[config.mk]
export PLATFORM = sky130hd
export DESIGN_NAME = idx_exec
export DESIGN_NICKNAME = d
export VERILOG_FILES = /design/src/rtl/idx_exec_pkg.sv /design/src/rtl/idx_decode.sv /design/src/rtl/idx_alu.sv /design/src/rtl/idx_seq.sv /design/src/rtl/idx_exec.sv
export SDC_FILE = /design/constraint.sdc
export NUM_CORES = 1
export LEC_CHECK = 0
export BUFFER_PORTS_ARGS = -buffer_cell sky130_fd_sc_hd__buf_2
export CORE_MARGIN = 4
export CORE_UTILIZATION = 53
export DETAILED_ROUTE_END_ITERATION = 8
export GPL_TIMING_DRIVEN = 0
export PLACE_DENSITY = 0.81
export SETUP_SLACK_MARGIN = 0.1
export SYNTH_ARGS = -nofsm -noshare
export SYNTH_HDL_FRONTEND = slang
export SYNTH_HIERARCHICAL = 1
export SYNTH_SLANG_ARGS = --single-unit
export TNS_END_PERCENT = 1
[constraint.sdc]
create_clock -name clk -period 2.6 [get_ports clk]
set_clock_uncertainty 0.1 [all_clocks]
set_input_delay 0.26 -clock clk [delete_from_list [all_inputs] [get_ports clk]]
set_output_delay 0.26 -clock clk [all_outputs]
set_load 0.05 [all_outputs]
[src/rtl/idx_exec_pkg.sv]
package idx_exec_pkg;

  typedef enum logic [2:0] {
    PH_IDLE = 3'd0,
    PH_DEC  = 3'd1,
    PH_RD   = 3'd2,
    PH_PROC = 3'd3,
    PH_WR   = 3'd4
  } phase_e;

  typedef enum logic [1:0] {
    OP_NONE = 2'd0,
    OP_ADD  = 2'd1,
    OP_BSET = 2'd2,
    OP_FILL = 2'd3
  } op_e;

  typedef struct packed {
    logic n;
    logic ov;
    logic c;
    logic dc;
    logic z;
  } flags_t;

endpackage

[src/rtl/idx_decode.sv]
module idx_decode
  import idx_exec_pkg::*;
#(
  parameter int KW    = 8,
  parameter int BW    = 3,
  parameter int K_MAX = 95
) (
  input  logic [15:0]   instr,
  output op_e           op,
  output logic [KW-1:0] k,
  output logic          dest_mem,
  output logic [BW-1:0] bit_sel,
  output logic          illegal
);

  logic is_add, is_bset, is_fill, k_bad;

  always_comb begin
    is_add   = (instr[15:10] == 6'b001001) && !instr[8];
    is_bset  = (instr[15:12] == 4'b1000) && !instr[8];
    is_fill  = (instr[15:8] == 8'h68);
    k        = instr[KW-1:0];
    k_bad    = (int'(k) > K_MAX);
    dest_mem = instr[9];
    bit_sel  = instr[9 +: BW];
    if (is_add)       op = OP_ADD;
    else if (is_bset) op = OP_BSET;
    else if (is_fill) op = OP_FILL;
    else              op = OP_NONE;
    illegal  = (op == OP_NONE) || k_bad;
  end

endmodule

[src/rtl/idx_alu.sv]
module idx_alu
  import idx_exec_pkg::*;
#(
  parameter int DW = 8,
  parameter int BW = 3
) (
  input  op_e           op,
  input  logic [DW-1:0] w_val,
  input  logic [DW-1:0] opnd,
  input  logic [BW-1:0] bit_sel,
  output logic [DW-1:0] result,
  output flags_t        add_flags
);

  localparam int HALF = DW / 2;

  logic [DW:0]   sum_full;
  logic [HALF:0] sum_low;
  logic [DW-1:0] bit_mask;

  always_comb begin
    sum_full = {1'b0, w_val} + {1'b0, opnd};
    sum_low  = {1'b0, w_val[HALF-1:0]} + {1'b0, opnd[HALF-1:0]};
    bit_mask = '0;
    bit_mask[bit_sel] = 1'b1;

    add_flags.n  = sum_full[DW-1];
    add_flags.z  = (sum_full[DW-1:0] == '0);
    add_flags.c  = sum_full[DW];
    add_flags.dc = sum_low[HALF];
    add_flags.ov = (w_val[DW-1] == opnd[DW-1]) && (sum_full[DW-1] != w_val[DW-1]);

    unique case (op)
      OP_ADD:  result = sum_full[DW-1:0];
      OP_BSET: result = opnd | bit_mask;
      OP_FILL: result = '1;
      default: result = opnd;
    endcase
  end

endmodule

[src/rtl/idx_seq.sv]
module idx_seq
  import idx_exec_pkg::*;
(
  input  logic   clk,
  input  logic   rst_n,
  input  logic   start,
  output phase_e phase,
  output logic   accept,
  output logic   busy,
  output logic   done
);

  phase_e ph_q, ph_d;
  logic   done_q;

  always_comb begin
    ph_d = ph_q;
    unique case (ph_q)
      PH_IDLE: if (start) ph_d = PH_DEC;
      PH_DEC:  ph_d = PH_RD;
      PH_RD:   ph_d = PH_PROC;
      PH_PROC: ph_d = PH_WR;
      PH_WR:   ph_d = PH_IDLE;
      default: ph_d = PH_IDLE;
    endcase
  end

  always_ff @(posedge clk or negedge rst_n) begin
    if (!rst_n) begin
      ph_q   <= PH_IDLE;
      done_q <= 1'b0;
    end else begin
      ph_q   <= ph_d;
      done_q <= (ph_q == PH_WR);
    end
  end

  assign phase  = ph_q;
  assign accept = (ph_q == PH_IDLE) && start;
  assign busy   = (ph_q != PH_IDLE);
  assign done   = done_q;

  // fixed phase order
  a_r8_dec_to_read: assert property (@(posedge clk) disable iff (!rst_n)
    ph_q == PH_DEC |=> ph_q == PH_RD);
  a_r8_read_to_proc: assert property (@(posedge clk) disable iff (!rst_n)
    ph_q == PH_RD |=> ph_q == PH_PROC);
  a_r8_proc_to_write: assert property (@(posedge clk) disable iff (!rst_n)
    ph_q == PH_PROC |=> ph_q == PH_WR);
  a_r8_done_single: assert property (@(posedge clk) disable iff (!rst_n)
    done_q |=> !done_q);
  // an instruction in flight is never restarted
  a_r9_no_restart: assert property (@(posedge clk) disable iff (!rst_n)
    (busy && ph_q != PH_WR) |=> busy && ph_q != PH_DEC);

endmodule

[src/rtl/idx_exec.sv]
module idx_exec
  import idx_exec_pkg::*;
#(
  parameter int AW    = 16,
  parameter int DW    = 8,
  parameter int K_MAX = 95
) (
  input  logic          clk,
  input  logic          rst_n,
  input  logic          start,
  input  logic [15:0]   instr,
  input  logic          ptr_load,
  input  logic [AW-1:0] ptr_din,
  input  logic          w_load,
  input  logic [DW-1:0] w_din,
  output logic [AW-1:0] mem_addr,
  output logic          mem_re,
  input  logic [DW-1:0] mem_rdata,
  output logic          mem_we,
  output logic [DW-1:0] mem_wdata,
  output logic          busy,
  output logic          done,
  output logic          bad_op,
  output logic [DW-1:0] w_out,
  output logic [AW-1:0] ptr_out,
  output logic          st_neg,
  output logic          st_ovf,
  output logic          st_carry,
  output logic          st_dcarry,
  output logic          st_zero
);

  localparam int KW = 8;
  localparam int BW = $clog2(DW);

  // reset: asserted asynchronously, released on a clock edge
  logic rst_meta, rst_n_i;
  always_ff @(posedge clk or negedge rst_n) begin
    if (!rst_n) begin
      rst_meta <= 1'b0;
      rst_n_i  <= 1'b0;
    end else begin
      rst_meta <= 1'b1;
      rst_n_i  <= rst_meta;
    end
  end

  phase_e        phase;
  logic          accept;
  op_e           op;
  logic [KW-1:0] k;
  logic          dest_mem, illegal;
  logic [BW-1:0] bit_sel;
  logic [DW-1:0] alu_res;
  flags_t        alu_flags;

  logic [15:0]   ir_q;
  logic [AW-1:0] ptr_q;
  logic [DW-1:0] w_q, w_d, opnd_q, res_q;
  flags_t        flags_q, flg_new_q;
  logic          bad_q;

  logic en_ir, en_ptr, en_w, en_opnd, en_res, en_flags, w_from_alu;

  idx_seq u_seq (
    .clk   (clk),
    .rst_n (rst_n_i),
    .start (start),
    .phase (phase),
    .accept(accept),
    .busy  (busy),
    .done  (done)
  );

  idx_decode #(.KW(KW), .BW(BW), .K_MAX(K_MAX)) u_dec (
    .instr   (ir_q),
    .op      (op),
    .k       (k),
    .dest_mem(dest_mem),
    .bit_sel (bit_sel),
    .illegal (illegal)
  );

  idx_alu #(.DW(DW), .BW(BW)) u_alu (
    .op       (op),
    .w_val    (w_q),
    .opnd     (opnd_q),
    .bit_sel  (bit_sel),
    .result   (alu_res),
    .add_flags(alu_flags)
  );

  always_comb begin
    w_from_alu = (phase == PH_WR) && !illegal && (op == OP_ADD) && !dest_mem;
    en_ir      = accept;
    en_ptr     = ptr_load && !busy;
    en_w       = (w_load && !busy) || w_from_alu;
    w_d        = w_from_alu ? res_q : w_din;
    en_opnd    = (phase == PH_RD);
    en_res     = (phase == PH_PROC);
    en_flags   = (phase == PH_WR) && !illegal && (op == OP_ADD);
  end

  always_ff @(posedge clk or negedge rst_n_i) begin
    if (!rst_n_i) begin
      ir_q      <= '0;
      ptr_q     <= '0;
      w_q       <= '0;
      opnd_q    <= '0;
      res_q     <= '0;
      flags_q   <= '0;
      flg_new_q <= '0;
      bad_q     <= 1'b0;
    end else begin
      if (en_ir)    ir_q    <= instr;
      if (en_ptr)   ptr_q   <= ptr_din;
      if (en_w)     w_q     <= w_d;
      if (en_opnd)  opnd_q  <= mem_rdata;
      if (en_res) begin
        res_q     <= alu_res;
        flg_new_q <= alu_flags;
      end
      if (en_flags) flags_q <= flg_new_q;
      bad_q <= (phase == PH_WR) && illegal;
    end
  end

  assign mem_addr  = ptr_q + AW'(k);
  assign mem_re    = (phase == PH_RD);
  assign mem_we    = (phase == PH_WR) && !illegal && ((op != OP_ADD) || dest_mem);
  assign mem_wdata = res_q;
  assign bad_op    = bad_q;
  assign w_out     = w_q;
  assign ptr_out   = ptr_q;
  assign st_neg    = flags_q.n;
  assign st_ovf    = flags_q.ov;
  assign st_carry  = flags_q.c;
  assign st_dcarry = flags_q.dc;
  assign st_zero   = flags_q.z;

  // memory strobes confined to their phases
  a_r8_we_phase: assert property (@(posedge clk) disable iff (!rst_n_i)
    mem_we |-> phase == PH_WR);
  a_r8_done_after_write: assert property (@(posedge clk) disable iff (!rst_n_i)
    done |-> $past(phase == PH_WR));
  // load ports inert while busy
  a_r2_ptr_hold: assert property (@(posedge clk) disable iff (!rst_n_i)
    busy |=> $stable(ptr_q));
  // rejected instructions leave state alone
  a_r10_quiet: assert property (@(posedge clk) disable iff (!rst_n_i)
    (phase == PH_WR && illegal) |=> $stable(flags_q) && $stable(w_q) && bad_op);
  // non-add instructions keep the flags
  a_r6_flags_hold: assert property (@(posedge clk) disable iff (!rst_n_i)
    (phase == PH_WR && op != OP_ADD) |=> $stable(flags_q));
  // memory-destination add keeps the working register
  a_r4_w_hold: assert property (@(posedge clk) disable iff (!rst_n_i)
    (phase == PH_WR && op == OP_ADD && dest_mem) |=> $stable(w_q));

endmodule

==> summary.txt, run 1 <==
Synthesis
  – Count of flip-flops with a built-in enable after synthesis: 0
  – Post-synthesis cell type with the largest combined area: dfrtp_1
  – Primary flip-flop cell chosen by synthesis mapping: dfrtp_1
  – Post-synthesis area per instance: around 12 um2
  – Syn Std Cell Area: 4040 um2
  – Top-area cell type share of the netlist area: 45.2%
  – Post-synthesis cell type count: 54
  – Post-synthesis sequential area ratio: a little under half
  – Post-Synthesis Cells: 349
  – Count leader, synth: dfrtp_1
  – Flip-flop and latch count after synthesis: 73
  – Asr flop ratio synth: 100%
  – Top cells by area, synth: dfrtp_1 45%, mux2_2 15%, ha_1 5.0%
  – Post-Synthesis Net Count: 420
  – Ys Warns: 6
  – Top cell types by occurrence after synthesis: 73 x dfrtp_1, 53 x mux2_2, 20 x nor2_1

Timing
  – RSZ-0062 raised after global routing: yes
  – Crit path time final: 2.90 ns
  – Final hold violation count: 0
  – Worst-Margin Slew: ~0.9 ns
  – Final worst-path setup slack: -0.298 ns
  – Max-slew violation count: 0
  – Tcrit/Tclk final: 111%
  – Fin Setup TNS: -4.49 ns
  – Setup Viol. Count Final: 23
  – Slew headroom: 40.3%
  – Max Clock Freq: about 350 MHz

Worst setup path
  – Startpoint Class: flop
  – Arrival time of data at the critical path endpoint: roughly 3 ns
  – Cell chain of the critical path: or3_4, a21o_1, a221o_1, or4b_4, or3b_4, buf_6, mux2_4
  – Critical setup path kind: reg -> reg
  – Crit path required time: between 2 and 3 ns
  – Highest net fanout along the worst path: 5
  – Highest-delay cell along the critical path: or4b_4
  – Sort of element at the end of the critical path: flop
  – Setup slack on the worst flop-to-flop path: -0.30 ns
  – Crit-path max cell delay: about 0.52 ns

Floorplan
  – Die outline width: approximately 95 um
  – Std-Cell Core Area: ~7300 um2
  – Boundary pin count: 111
  – Floorplan die height: ~95 um
  – Die ar.: 9090 um2
  – Effective utilization at floorplan: 55.1%
  – Standard-cell rows: 31

Place
  – Placement Cell Area: roughly 4800 um2
  – Worst-case setup slack after placement: -0.413 ns
  – DP HPWL: approximately 7.1 mm
  – Placer congestion estimate: between 0.9 and 1
  – Post-placement cell count: around 560
  – Count of buffers from port buffering: 110

CTS
  – CTS max path bufs: 2
  – CTS tree: yes
  – Total number of clock tree sinks: 73
  – Root buffer selected by CTS: clkbuf_8
  – Clock latency on the worst-skew pair: approximately 0.34 ns
  – Worst-path clk slew: around 0.09 ns
  – CTS Buf Count: 9
  – H-tree depth: 3

Cells and area
  – Area of combinational cells with multiple inputs: ~2300 um2
  – Final-stage net count: around 540
  – Inserted Diodes: 0
  – Fraction of layout cells with a size suffix above 1: approximately 53%
  – Total area of sequential cells: between 1500 and 2000 um2
  – Cell Count, Final, Fillers Out: 577
  – # fillers: between 500 and 600
  – Final non-filler cell area: roughly 5300 um2
  – Layout Area Growth over Synthesis: 31.4%

Global route
  – Initial antenna violation count: 0
  – Global-route wire length before repair: about 16 mm
  – Aggregate global-route resource usage: a little under a quarter
  – Overflow left after global routing: 0
  – Vias in the first global route: 3255
  – Pin count of the biggest net entering global routing: 72

Run status
  – Failing checks: setup timing
  – Result of the run: finished, violations left

Route
  – Number of vias per cell: approximately 5.5
  – Count of vias placed by the detailed router: ~3.1k
  – Final routed wirelength across all metal layers: roughly 10 mm
  – Post-detailed-route count of antenna-violating nets: 0
  – Routed wire per std cell: 17.3 um
  – Detailed router's first-iteration violation count: approximately 100
  – Pre-Repair DR Iteration Count: 4
  – DRC violation count after routing: 0

Run
  – Max capacitance violation total: 0

Worst hold path
  – Tightest Hold Check Type: in -> reg
[kinds of logic after synthesis]
kind of cell,share of synthesized area (%)
buf+inv,3.84
xor+xnor,4.33
fa+ha+maj,5.94
simple gates,13.5
other cells,0.0928
flops,45.2
mux,18.8
compound gates,8.23
[per-stage QoR]
stage          util [%]  hold WS (ns)
4_1_cts            71.8        0.0344
2_1_floorplan         -        -0.136
5_1_grt            72.5        0.0196
3_3_place_gp       65.6       -0.0548
6_report           72.5        0.0404
3_5_place_dp       65.7       -0.0488
[final timing paths]
| check | startpoint | end | depth (start not counted) |
|---|---|---|---|
| worst min register to register | rst_meta | rst_n_i | 0 |
| worst min-delay path | mem_rdata[3] | opnd_q[3] | 2 |
| worst max-delay path | ir_q[12] | st_zero | 7 |
| worst max register to register | ir_q[12] | st_zero | 7 |
| min in group asynchronous | rst_n | rst_n_i | 2 |
| max in group asynchronous | rst_n_i | ptr_out[1] | 0 |
[critical path, delay by kind of cell, from the launching register on]
kind                   cells  cell delay, ns
AND/OR/NAND/NOR            3            1.32
AO/OA/AOI/OAI              2            0.51
buffers and inverters      1            0.15
flip-flops                 1            0.40
multiplexers               1            0.29
[what timing repair did]
action                     in CTS  in global routing
pin swaps                       6                  2
resized for setup              48                 12
setup endpoints to repair      34                 42
hold endpoints to repair        2                  0
buffers inserted                2                  0
hold buffers                    1                  0
[routing by layer]
layer  wire, um  share of wire [%]  GRT usage [%]
met1       4240                 42           29.9
met2       5120                 51           40.2
met3        512                5.1           4.81
met4        141                1.4           6.49
met5          0                  0              0
[flip-flops by register name, indices dropped and copies added, names as in the netlist, 3 cells and up]
register and flops:
w_out 8, ptr_out 16, opnd_q 8, u_seq/phase 3, ir_q 16, mem_wdata 8, flg_new_q 5
[area by class of cell]
| class | instances | area share, % |
|---|---|---|
| multi-input cells | 249 | 43.7 |
| flip-flops and latches | 73 | 34.5 |
| repair buffers | 113 | 12.1 |
| plain buffers | 24 | 2.99 |
| clock buffers | 9 | 2.33 |
| well taps | 99 | 2.33 |
| clock inverters | 7 | 1.79 |
| inverters | 3 | 0.212 |
[placed cells by master, fill, tap and decap left out, types with 4 or more instances in the layout]
cell      netlist  routed
nor2_2          1       5
nand2_1        19      19
dfrtp_2         0       4
xnor2_1        10       6
dfrtp_1        73      68
xnor2_2         0       4
nor2_1         20      16
a21oi_1         8       7
mux2_4          5       5
ha_1           16       9
buf_6           1      13
mux2i_1         9       9
nand3_1         6       6
clkbuf_8        0       9
a21o_1          8       8
buf_2           1      99
clkbuf_1        6       5
ha_4            0       5
xor2_1         10       6
buf_4          12      15
o21ai_0        17      16
nand4_1         5       5
nand2b_1       11       8
nor3_1          4       4
nand2b_4        1       4
mux2_2         53      53
Power of run 1 is left out: the tool's default activity adds up to more than one toggle a clock period on the data nets, which glitch-free logic cannot reach.
==> inputs of run 2 (changes only) <==
- CORE_UTILIZATION: 53 -> 54
- CTS_BUF_LIST: not set -> sky130_fd_sc_hd__clkbuf_4
- PLACE_DENSITY: 0.81 -> 0.82
==> run 2 against run 1 <==
  * The run still ends with setup timing left
  * First-iteration DRC count rose by 110%
  * Final area up 8.5%
  * Largest cell class unchanged
  * Critical path depth increased by 2
  * Critical path type is now reg -> out
  * Register-to-register slack about the same
  * Non-clock buffer count increased by 48
==> summary.txt, run 2 (same netlist as run 1, synthesis figures left out) <==
Timing
  – Setup Viol. Count Final: 27 (was 23)
  – Max-slew violation count: 0 (unchanged)
  – Max Clock Freq: 334 MHz (was 345 MHz)
  – Crit path time final: 2.99 ns (was 2.90 ns)
  – Slew headroom: 39.2% (was 40.3%)
  – RSZ-0062 raised after global routing: yes (unchanged)
  – Tcrit/Tclk final: 115% (was 111%)
  – Final worst-path setup slack: -0.393 ns (was -0.298 ns)
  – Final hold violation count: 0 (unchanged)
  – Worst-Margin Slew: 0.913 ns (was 0.896 ns)

Run
  – Max capacitance violation total: 0 (unchanged)

Worst setup path
  – Cell chain of the critical path: buf_6, ha_4, fa_2, a211oi_2, o21ai_2, a31oi_4, nor2_2, xor2_4, buf_6 (was or3_4, a21o_1, a221o_1, or4b_4, or3b_4, buf_6, mux2_4)
  – Critical path's top delay family: compound AO/OA/AOI/OAI gates (was simple AND/OR/NAND/NOR gates)
  – Library cell appearing most often on the critical path: buf_6
  – Arrival time of data at the critical path endpoint: 2.63 ns (was 3.02 ns)
  – Setup slack on the worst flop-to-flop path: -0.29 ns (was -0.30 ns)
  – Crit path required time: 2.24 ns (was 2.72 ns)
  – Highest net fanout along the worst path: 4 (was 5)
  – Sort of element at the end of the critical path: output port (was flop)
  – Critical setup path kind: reg -> out (was reg -> reg)
  – Bufs and invs on worst path: 2 (was 1)
  – Crit-path max cell delay: 0.41 ns (was 0.52 ns)
  – Highest-delay cell along the critical path: dfrtp_1 (was or4b_4)
  – Startpoint Class: flop (unchanged)

Place
  – DP HPWL: 6.96 mm (was 7.07 mm)
  – Placement Cell Area: 4810 um2 (unchanged)
  – Count of buffers from port buffering: 110 (unchanged)
  – Placer congestion estimate: 0.975 (was 0.971)

CTS
  – Clock latency on the worst-skew pair: 0.44 ns (was 0.34 ns)
  – Total number of clock tree sinks: 73 (unchanged)
  – H-tree depth: 3 (unchanged)
  – CTS max path bufs: 2 (unchanged)
  – Worst-path clk slew: 0.12 ns (was 0.09 ns)
  – Root buffer selected by CTS: clkbuf_4 (was clkbuf_8)
  – CTS tree: yes (unchanged)
  – CTS Buf Count: 9 (unchanged)

Floorplan
  – Effective utilization at floorplan: 55.7% (was 55.1%)
  – Die outline width: 94.5 um (was 95.3 um)
  – Floorplan die height: 94.5 um (was 95.3 um)
  – Boundary pin count: 111 (unchanged)
  – Std-Cell Core Area: 7250 um2 (was 7330 um2)
  – Standard-cell rows: 31 (unchanged)
  – Die ar.: 8930 um2 (was 9090 um2)

Run status
  – Failing checks: setup timing (unchanged)
  – Result of the run: finished, violations left (unchanged)

Route
  – Post-detailed-route count of antenna-violating nets: 0 (unchanged)
  – Routed wire per std cell: 19.0 um (was 17.3 um)
  – Final routed wirelength across all metal layers: 11.9 mm (was 10.0 mm)
  – Pre-Repair DR Iteration Count: 5 (was 4)
  – Number of vias per cell: 5.58 (was 5.46)
  – Detailed router's first-iteration violation count: 203 (was 99)
  – DRC violation count after routing: 0 (unchanged)
  – Count of vias placed by the detailed router: 3496 (was 3148)

Cells and area
  – Most used cells in the layout excluding fill and tap cells: 98 x buf_2, 69 x dfrtp_1, 53 x mux2_2, 43 x dlygate4sd3_1 (was 99 x buf_2, 68 x dfrtp_1, 53 x mux2_2, 19 x nand2_1)
  – Layout Area Growth over Synthesis: 42.6% (was 31.4%)
  – Final non-filler cell area: 5760 um2 (was 5310 um2)
  – Fraction of layout cells with a size suffix above 1: 49.4% (was 53.1%)
  – Final design utilization: 79.5% (was 72.5%)
  – Final-stage net count: 592 (was 544)
  – # fillers: 434 (was 515)
  – Most common cell after layout, fill and taps aside: buf_2 (unchanged)

Global route
  – Initial antenna violation count: 1 (was 0)
  – Aggregate global-route resource usage: 26.3% (was 23.4%)
  – Global-route wire length before repair: 17.8 mm (was 16.2 mm)
  – Overflow left after global routing: 0 (unchanged)
  – Vias in the first global route: 3567 (was 3255)
  – Pin count of the biggest net entering global routing: 72 (unchanged)

Worst hold path
  – Tightest Hold Check Type: in -> reg (unchanged)
## run 2: cell types whose count changed in the layout (fill, tap and decap cells not counted), sizes merged
cell and change:
clkinv -1, diode +1, buf +6, dlygate4sd3 +42
clkbuf +1
## run 2: path summary, 6_finish.rpt
check / startpoint / to / cells past startpoint
setup / recovery: ir_q[0] / mem_addr[10] / 9
hold / removal: w_din[3] / w_out[3] / 3
setup reg to reg: ir_q[12] / st_carry / 7
hold reg to reg: rst_meta / rst_n_i / 0
max in group asynchronous: rst_n_i / ptr_out[2] / 0
min in group asynchronous: rst_n / rst_n_i / 2
## run 2: final cells by class
| cell class | instances | area (um2) | area share (%) |
|---|---|---|---|
| multi-input combinational | 249 | 2350 | 40.8 |
| sequential | 73 | 1830 | 31.8 |
| timing repair buffer | 161 | 1120 | 19.5 |
| buffer | 24 | 160 | 2.78 |
| tap | 99 | 124 | 2.15 |
| clock inverter | 6 | 82.6 | 1.43 |
| clock buffer | 10 | 75.1 | 1.30 |
| inverter | 3 | 11.3 | 0.195 |
| antenna | 1 | 2.50 | 0.0434 |
## run 2: tightest hold or removal path: cells and delay by family
family                 cells  cell delay, ns
AO/OA/AOI/OAI              1            0.12
buffers and inverters      1            0.08
multiplexers               1            0.05
## run 2: routing by layer
layer	up-vias	track usage, %	wire length (um)
met5	-	0	0
met2	166	44.4	6120
met1	1713	31.6	4660
li1	1584	-	-
met4	0	13.8	429
met3	33	5.58	678
## run 2: through the flow
stage	TNS, ns	instances	worst slack [ns]	hold slack [ns]
global placement	-34.83	558	-0.627	-0.0551
floorplan	-1.39	349	-0.125	-0.136
finish	-7.43	626	-0.393	0.00851
CTS	-6.45	621	-0.341	0.00189
global route	-10.30	626	-0.486	0.00555
detailed placement	-6.52	558	-0.463	-0.0527
## run 2: timing repair
action	in CTS	in global routing
endpoints found under the hold margin	44	0
endpoints found under the setup margin	37	51
gates cloned	0	0
buffers inserted	4	4
resized for setup	51	19
hold buffers	43	0
pin swaps	9	11
Power of run 2 is left out for the same reason.
